File: src/rtl/sclGenPkg.sv
package sclGenPkg;

  typedef enum logic [1:0] {
    PH_IDLE = 2'd0,
    PH_LOW  = 2'd1,
    PH_HIGH = 2'd2
  } phase_e;

  // strobes from control to datapath
  typedef struct packed {
    logic clr;
    logic inc;
    logic loadLow;
    logic loadHigh;
  } cntCtl_t;

  // high-phase overhead: release, level synchronisation, tail
  localparam int HI_OVH_RELEASE = 1;
  localparam int HI_OVH_SYNC    = 4;
  localparam int HI_OVH_TAIL    = 3;
  localparam int HI_OVH         = HI_OVH_RELEASE + HI_OVH_SYNC + HI_OVH_TAIL;
  // low phase: count starts in the cycle the line is pulled
  localparam int LO_OVH         = 1;

  localparam logic [1:0] SPEED_STD = 2'b01;
  localparam int MODE_STD  = 0;
  localparam int MODE_FAST = 1;
  localparam int NMODE     = 2;

endpackage

File: src/rtl/sclGenCtrl.sv
module sclGenCtrl
  import sclGenPkg::*;
(
  input  logic    clk,
  input  logic    rstN,
  input  logic    enable,
  input  logic    sclIn,
  input  logic    cntDone,
  output phase_e  phase,
  output cntCtl_t ctl
);

  phase_e phaseNxt;

  always_ff @(posedge clk or negedge rstN) begin
    if (!rstN) phase <= PH_IDLE;
    else       phase <= phaseNxt;
  end

  always_comb begin
    phaseNxt = phase;
    ctl      = '0;
    unique case (phase)
      PH_IDLE: begin
        ctl.clr = 1'b1;
        if (enable) begin
          phaseNxt    = PH_LOW;
          ctl.clr     = 1'b0;
          ctl.loadLow = 1'b1;
        end
      end
      PH_LOW: begin
        if (!enable) begin
          phaseNxt = PH_IDLE;
          ctl.clr  = 1'b1;
        end else if (cntDone) begin
          phaseNxt     = PH_HIGH;
          ctl.loadHigh = 1'b1;
        end else begin
          ctl.inc = 1'b1;
        end
      end
      PH_HIGH: begin
        if (!enable) begin
          phaseNxt = PH_IDLE;
          ctl.clr  = 1'b1;
        end else if (sclIn) begin
          if (cntDone) begin
            phaseNxt    = PH_LOW;
            ctl.loadLow = 1'b1;
          end else begin
            ctl.inc = 1'b1;
          end
        end
      end
      default: begin
        phaseNxt = PH_IDLE;
        ctl.clr  = 1'b1;
      end
    endcase
  end

endmodule

File: src/rtl/sclGenDatapath.sv
module sclGenDatapath
  import sclGenPkg::*;
#(
  parameter int CNT_W = 16
) (
  input  logic             clk,
  input  logic             rstN,
  input  cntCtl_t          ctl,
  input  logic [1:0]       speedField,
  input  logic [CNT_W-1:0] stdHighCnt,
  input  logic [CNT_W-1:0] stdLowCnt,
  input  logic [CNT_W-1:0] fastHighCnt,
  input  logic [CNT_W-1:0] fastLowCnt,
  output logic             cntDone,
  output logic             cntMid,
  output logic             cntZero
);

  // one extra bit so count plus overhead never wraps
  localparam int CW = CNT_W + 1;

  logic [CNT_W-1:0] hiCfg [NMODE];
  logic [CNT_W-1:0] loCfg [NMODE];
  logic [CW-1:0]    hiTgt [NMODE];
  logic [CW-1:0]    loTgt [NMODE];
  logic [CW-1:0]    cnt;
  logic [CW-1:0]    tgt;
  logic             modeSel;

  assign hiCfg[MODE_STD]  = stdHighCnt;
  assign loCfg[MODE_STD]  = stdLowCnt;
  assign hiCfg[MODE_FAST] = fastHighCnt;
  assign loCfg[MODE_FAST] = fastLowCnt;

  for (genvar m = 0; m < NMODE; m++) begin : g_mode
    assign loTgt[m] = CW'(loCfg[m]) + CW'(LO_OVH);
    assign hiTgt[m] = CW'(hiCfg[m]) + CW'(HI_OVH);
  end

  assign modeSel = (speedField == SPEED_STD) ? 1'b0 : 1'b1;

  always_ff @(posedge clk or negedge rstN) begin
    if (!rstN) begin
      cnt <= '0;
      tgt <= '0;
    end else if (ctl.clr) begin
      cnt <= '0;
      tgt <= '0;
    end else if (ctl.loadLow) begin
      cnt <= '0;
      tgt <= loTgt[modeSel];
    end else if (ctl.loadHigh) begin
      cnt <= '0;
      tgt <= hiTgt[modeSel];
    end else if (ctl.inc) begin
      cnt <= cnt + CW'(1);
    end
  end

  assign cntDone = (cnt == tgt - CW'(1));
  assign cntMid  = (cnt == (tgt >> 1));
  assign cntZero = (cnt == '0);

endmodule

File: src/rtl/sclGen.sv
module sclGen
  import sclGenPkg::*;
#(
  parameter int CNT_W = 16
) (
  input  logic             clk,
  input  logic             rstN,
  input  logic             enable,
  input  logic [1:0]       speedField,
  input  logic [CNT_W-1:0] stdHighCnt,
  input  logic [CNT_W-1:0] stdLowCnt,
  input  logic [CNT_W-1:0] fastHighCnt,
  input  logic [CNT_W-1:0] fastLowCnt,
  input  logic             sclIn,
  output logic             sclDriveLow,
  output logic             fallStb,
  output logic             midStb
);

  phase_e  phase;
  cntCtl_t ctl;
  logic    cntDone;
  logic    cntMid;
  logic    cntZero;

  sclGenCtrl u_ctrl (
    .clk     (clk),
    .rstN    (rstN),
    .enable  (enable),
    .sclIn   (sclIn),
    .cntDone (cntDone),
    .phase   (phase),
    .ctl     (ctl)
  );

  sclGenDatapath #(.CNT_W(CNT_W)) u_dp (
    .clk         (clk),
    .rstN        (rstN),
    .ctl         (ctl),
    .speedField  (speedField),
    .stdHighCnt  (stdHighCnt),
    .stdLowCnt   (stdLowCnt),
    .fastHighCnt (fastHighCnt),
    .fastLowCnt  (fastLowCnt),
    .cntDone     (cntDone),
    .cntMid      (cntMid),
    .cntZero     (cntZero)
  );

  assign sclDriveLow = (phase == PH_LOW);
  assign fallStb     = (phase == PH_LOW) && cntZero;
  assign midStb      = (phase == PH_HIGH) && sclIn && cntMid;

endmodule

File: config.mk
export PLATFORM = sky130hd
export DESIGN_NAME = sclGen
export DESIGN_NICKNAME = d
export VERILOG_FILES = /design/src/rtl/sclGenPkg.sv /design/src/rtl/sclGenCtrl.sv /design/src/rtl/sclGenDatapath.sv /design/src/rtl/sclGen.sv
export SDC_FILE = /design/constraint.sdc
export NUM_CORES = 1
export LEC_CHECK = 0
export BUFFER_PORTS_ARGS = -buffer_cell sky130_fd_sc_hd__buf_4
export CORE_AREA = 2 2 91 93
export CTS_BUF_LIST = sky130_fd_sc_hd__clkbuf_8
export DETAILED_ROUTE_END_ITERATION = 10
export DIE_AREA = 0 0 93 95
export PLACE_DENSITY = 0.77
export SYNTH_ARGS = -nofsm -noshare
export SYNTH_HDL_FRONTEND = slang
export SYNTH_SLANG_ARGS = --single-unit
File: constraint.sdc
create_clock -name clk -period 3.3 [get_ports clk]
set_clock_uncertainty 0.15 [all_clocks]
set_input_delay 0 -clock clk [delete_from_list [all_inputs] [get_ports clk]]
set_output_delay 0 -clock clk [all_outputs]
set_load 0.005 [all_outputs]
==> summary.md <==
| Metric | Value |
|---|---|
| Transition time of the tightest slew-check pin | 1200 ps |
| Buffers plus inverters on the worst setup path | 2 |
| Highest cell delay on the worst timing path | 550 ps |
| Layout filler cell count | 628 |
| Clock Root Buffer | clkbuf_8 |
| Worst setup path startpoint | u_dp.tgt[1] |
| Most frequent cells in the layout | 116 x buf_4, 49 x mux2i_1, 45 x nand2_1 |
| Clock insertion delay at the later pin of the skew report | 300 ps |
| DRT antenna net count | 0 |
| Startpoint of the worst hold path | stdHighCnt[0] |
| Crit end category | flip-flop |
| Pin count of the biggest net entering global routing | 37 |
| Num rows | 33 |
| RSZ-0062 raised after global routing | yes |
| Residual DRC | 0 |
| Height of the die | 95 um |
| Die area | 0.00884 mm^2 |
| Routed vias | 4246 |
| Area share of the largest cell type after synthesis | 0.224 |
| Worst IR Drop VDD | 0.295 mV |
| Final Wtd Congestion | 0.901 |
| Pins over their slew limit | 0 |
| Combined area of the multi-input logic cells | 0.00314 mm^2 |
| Reported max-cap violation count | 0 |
| Synth Net Count | 563 |
| Final Instance Area | 0.00544 mm^2 |
| Classification of the worst-slack hold path | primary input to flip-flop |
| Setup violators final | 33 |
| Portion of the post-synthesis area used by sequential elements | 0.224 |
| Slew HR | 0.198 |
| Crit path kind | flip-flop to flip-flop |
| Synthesized area | 0.00402 mm^2 |
| Most common cell after layout, fill and taps aside | buf_4 |
| Crit path max-delay family | simple AND/OR/NAND/NOR gates |
| Post-synth cell types | 52 |
| Routed len/inst | 17.7 um |
| Top cells by area in the synthesized netlist | dfrtp_1 22%, mux2i_1 13%, xnor2_1 7.8%, xor2_1 7.4%, nand3_1 4.6% |
| CTS Sinks | 36 |
| Number of enable flip-flop cells after synthesis | 0 |
| Standby leakage power | 2.44 nW |
| CP max FO | 4 |
| Global-route wire length before repair | 18200 um |
| Critical path data arrival time | 3500 ps |
| Net count reported at finish | 671 |
| Congestion Overflow GR | 0 |
| Ordered cell list for the critical path | or4_4 > or4_4 > buf_6 > xnor2_2 > nor3_2 > nor4b_4 > buf_4 > a41oi_4 > or3_1 > a32o_1 |
| Clock-pin slew reported for the worst setup and hold paths after clock tree synthesis | 70 ps |
| Detailed-route vias per instance | 6.08 |
| Number of violations reported at the end of detailed-routing iteration 0 | 229 |
| Most area-hungry cell type in the Yosys netlist | dfrtp_1 |
| Floorplan Core Area | 0.00793 mm^2 |
| Buffer depth of the longest clock path | 2 |
| Antenna violations before repair | 0 |
| Count of placed standard cells including taps | 668 |
| Clock H-tree levels | 2 |
| Horizontal die dimension | 93 um |
| Area after DPL | 0.00485 mm^2 |
| Number of global-route vias before repair | 3954 |
| Number of hold-slack violations in the final timing report | 0 |
| Setup crit start kind | flip-flop |
| Non-filler cells in the finished layout | 698 |
| Reg area | 901 um^2 |
| Failing checks | negative setup slack |
| Number of buffers created by CTS | 5 |
| TritonCTS clock tree | yes |
| Overall track demand over capacity in global routing | 0.253 |
| Worst-case setup margin in the final layout | -163 ps |
| Number of port buffers | 72 |
| Fmax | 289 MHz |
| Cell Pwr Density | 622 mW/mm^2 |
| Cell occurring most often along the worst timing path | or4_4 |
| Register bit total from synthesis | 36 |
| Critical R2R Launch | u_dp.tgt[1] |
| Number of top-level design ports | 73 |
| Synthesized instance count | 484 |
| DP Wirelength | 8450 um |
| Number of optimization iterations in the first detailed-route pass | 7 |
| Primary flip-flop cell chosen by synthesis mapping | dfrtp_1 |
| Count of inserted antenna diode cells | 0 |
| Highest-delay cell along the critical path | or4_4 |
| Initial standard-cell utilization of the core | 0.507 |
| Clock period minus final worst setup slack | 3460 ps |
| Mean cell area of the mapped netlist | 8.30 um^2 |
| Synth async-reset ratio | 1.00 |
| Share of post-route cells with drive strength above 1 | 0.320 |
| Outcome | finished, violations left |
| Fraction of the cycle the final worst path needs | 1.05 |
| CP required | 3340 ps |
| Synth Warn # | 0 |
| Total Routed Length | 12300 um |
| Layout Area Growth over Synthesis | 35.3% |
final timing paths:
path                                endpoint  slack (ps)  cells past startpoint
worst max-delay path             u_dp.tgt[1]        -160                     10
worst min-delay path             u_dp.tgt[0]          20                      4
worst max register to register   u_dp.tgt[1]        -160                     10
worst min register to register   u_dp.tgt[6]         410                      1
max in group asynchronous       u_dp.tgt[13]        2630                      2
min in group asynchronous        u_dp.cnt[2]          50                      2
metrics by stage:
stage / hold slack (ps) / worst slack (ps) / TNS (ps) / total power [mW] / utilization
after floorplan: -446 / 4.19 / 0 / 1.86 / -
after global routing: 33.1 / -270 / -6900 / 3.55 / 0.686
final: 16.1 / -163 / -3340 / 3.38 / 0.686
after CTS: 17.2 / -57.1 / -248 / 2.90 / 0.641
after detailed placement: -170 / -317 / -5980 / 2.46 / 0.612
after global placement: -167 / -218 / -2750 / 2.40 / 0.612
flip-flops by register name, indices dropped and copies added (netlist names):
name          count
u_ctrl.phase      2
u_dp.cnt         17
u_dp.tgt         17
worst reg2reg max path, cell delays in order, from the launching register on:
cell     delay, ps
dfrtp_1        400
or4_4          550
or4_4          490
buf_6          150
xnor2_2        130
nor3_2         160
nor4b_4        330
buf_4          210
a41oi_4        160
or3_1          340
a32o_1         260
repair_timing:
action                                  CTS  global route
hold buffers                              5             0
endpoints found under the setup margin   33            34
buffers inserted                          4             9
hold endpoints to repair                 39             0
gates cloned                              0             5
pin swaps                                 6            13
resized for setup                        15            39
synth_stat cells (8+ instances only):
| cell type | count |
|---|---|
| ha_1 | 9 |
| clkbuf_1 | 19 |
| dfrtp_1 | 36 |
| nor2_1 | 18 |
| or4_1 | 12 |
| xnor2_1 | 36 |
| inv_1 | 13 |
| xor2_1 | 34 |
| nor4_1 | 15 |
| mux2i_1 | 52 |
| nor3_1 | 8 |
| or3_1 | 9 |
| a21oi_1 | 15 |
| nand3_1 | 37 |
| o31ai_1 | 9 |
| and3_1 | 14 |
| nand2_1 | 46 |
| a22o_1 | 13 |
where the power goes:
part           internal (mW)  leakage (nW)  total [mW]  switching (mW)
registers              0.528         0.489       0.631           0.103
clock network          0.147        0.0479       0.321           0.174
logic                   1.20          1.90        2.43            1.23
kinds of logic (layout without fill, tap and decap cells):
logic type,after synthesis,in the layout,synth area share
flip-flops,36,36,0.224
AND/OR/NAND/NOR,196,196,0.271
buffers and inverters,47,155,0.0554
adder cells (fa/ha/maj),10,10,0.0305
multiplexers,55,55,0.138
XOR/XNOR,70,70,0.153
AO/OA/AOI/OAI,70,71,0.128
area by class of cell:
class | count | area share
Multi-Input combinational cell | 402 | 0.577
Inverter | 13 | 0.00898
Sequential cell | 36 | 0.166
Tap cell | 105 | 0.0242
Timing Repair Buffer | 134 | 0.208
Clock buffer | 5 | 0.0127
Clock inverter | 3 | 0.00345
routing by layer:
| metal | vias up | routed length, um | global-route usage | part of all wire |
|---|---|---|---|---|
| li1 | 1994 | - | - | - |
| met4 | 0 | 430 | 0.0760 | 0.035 |
| met1 | 1971 | 4840 | 0.317 | 0.39 |
| met3 | 45 | 925 | 0.0311 | 0.075 |
| met5 | - | 0 | 0 | 0 |
| met2 | 236 | 6150 | 0.456 | 0.50 |
No activity file was read; power rests on OpenSTA's default activity.
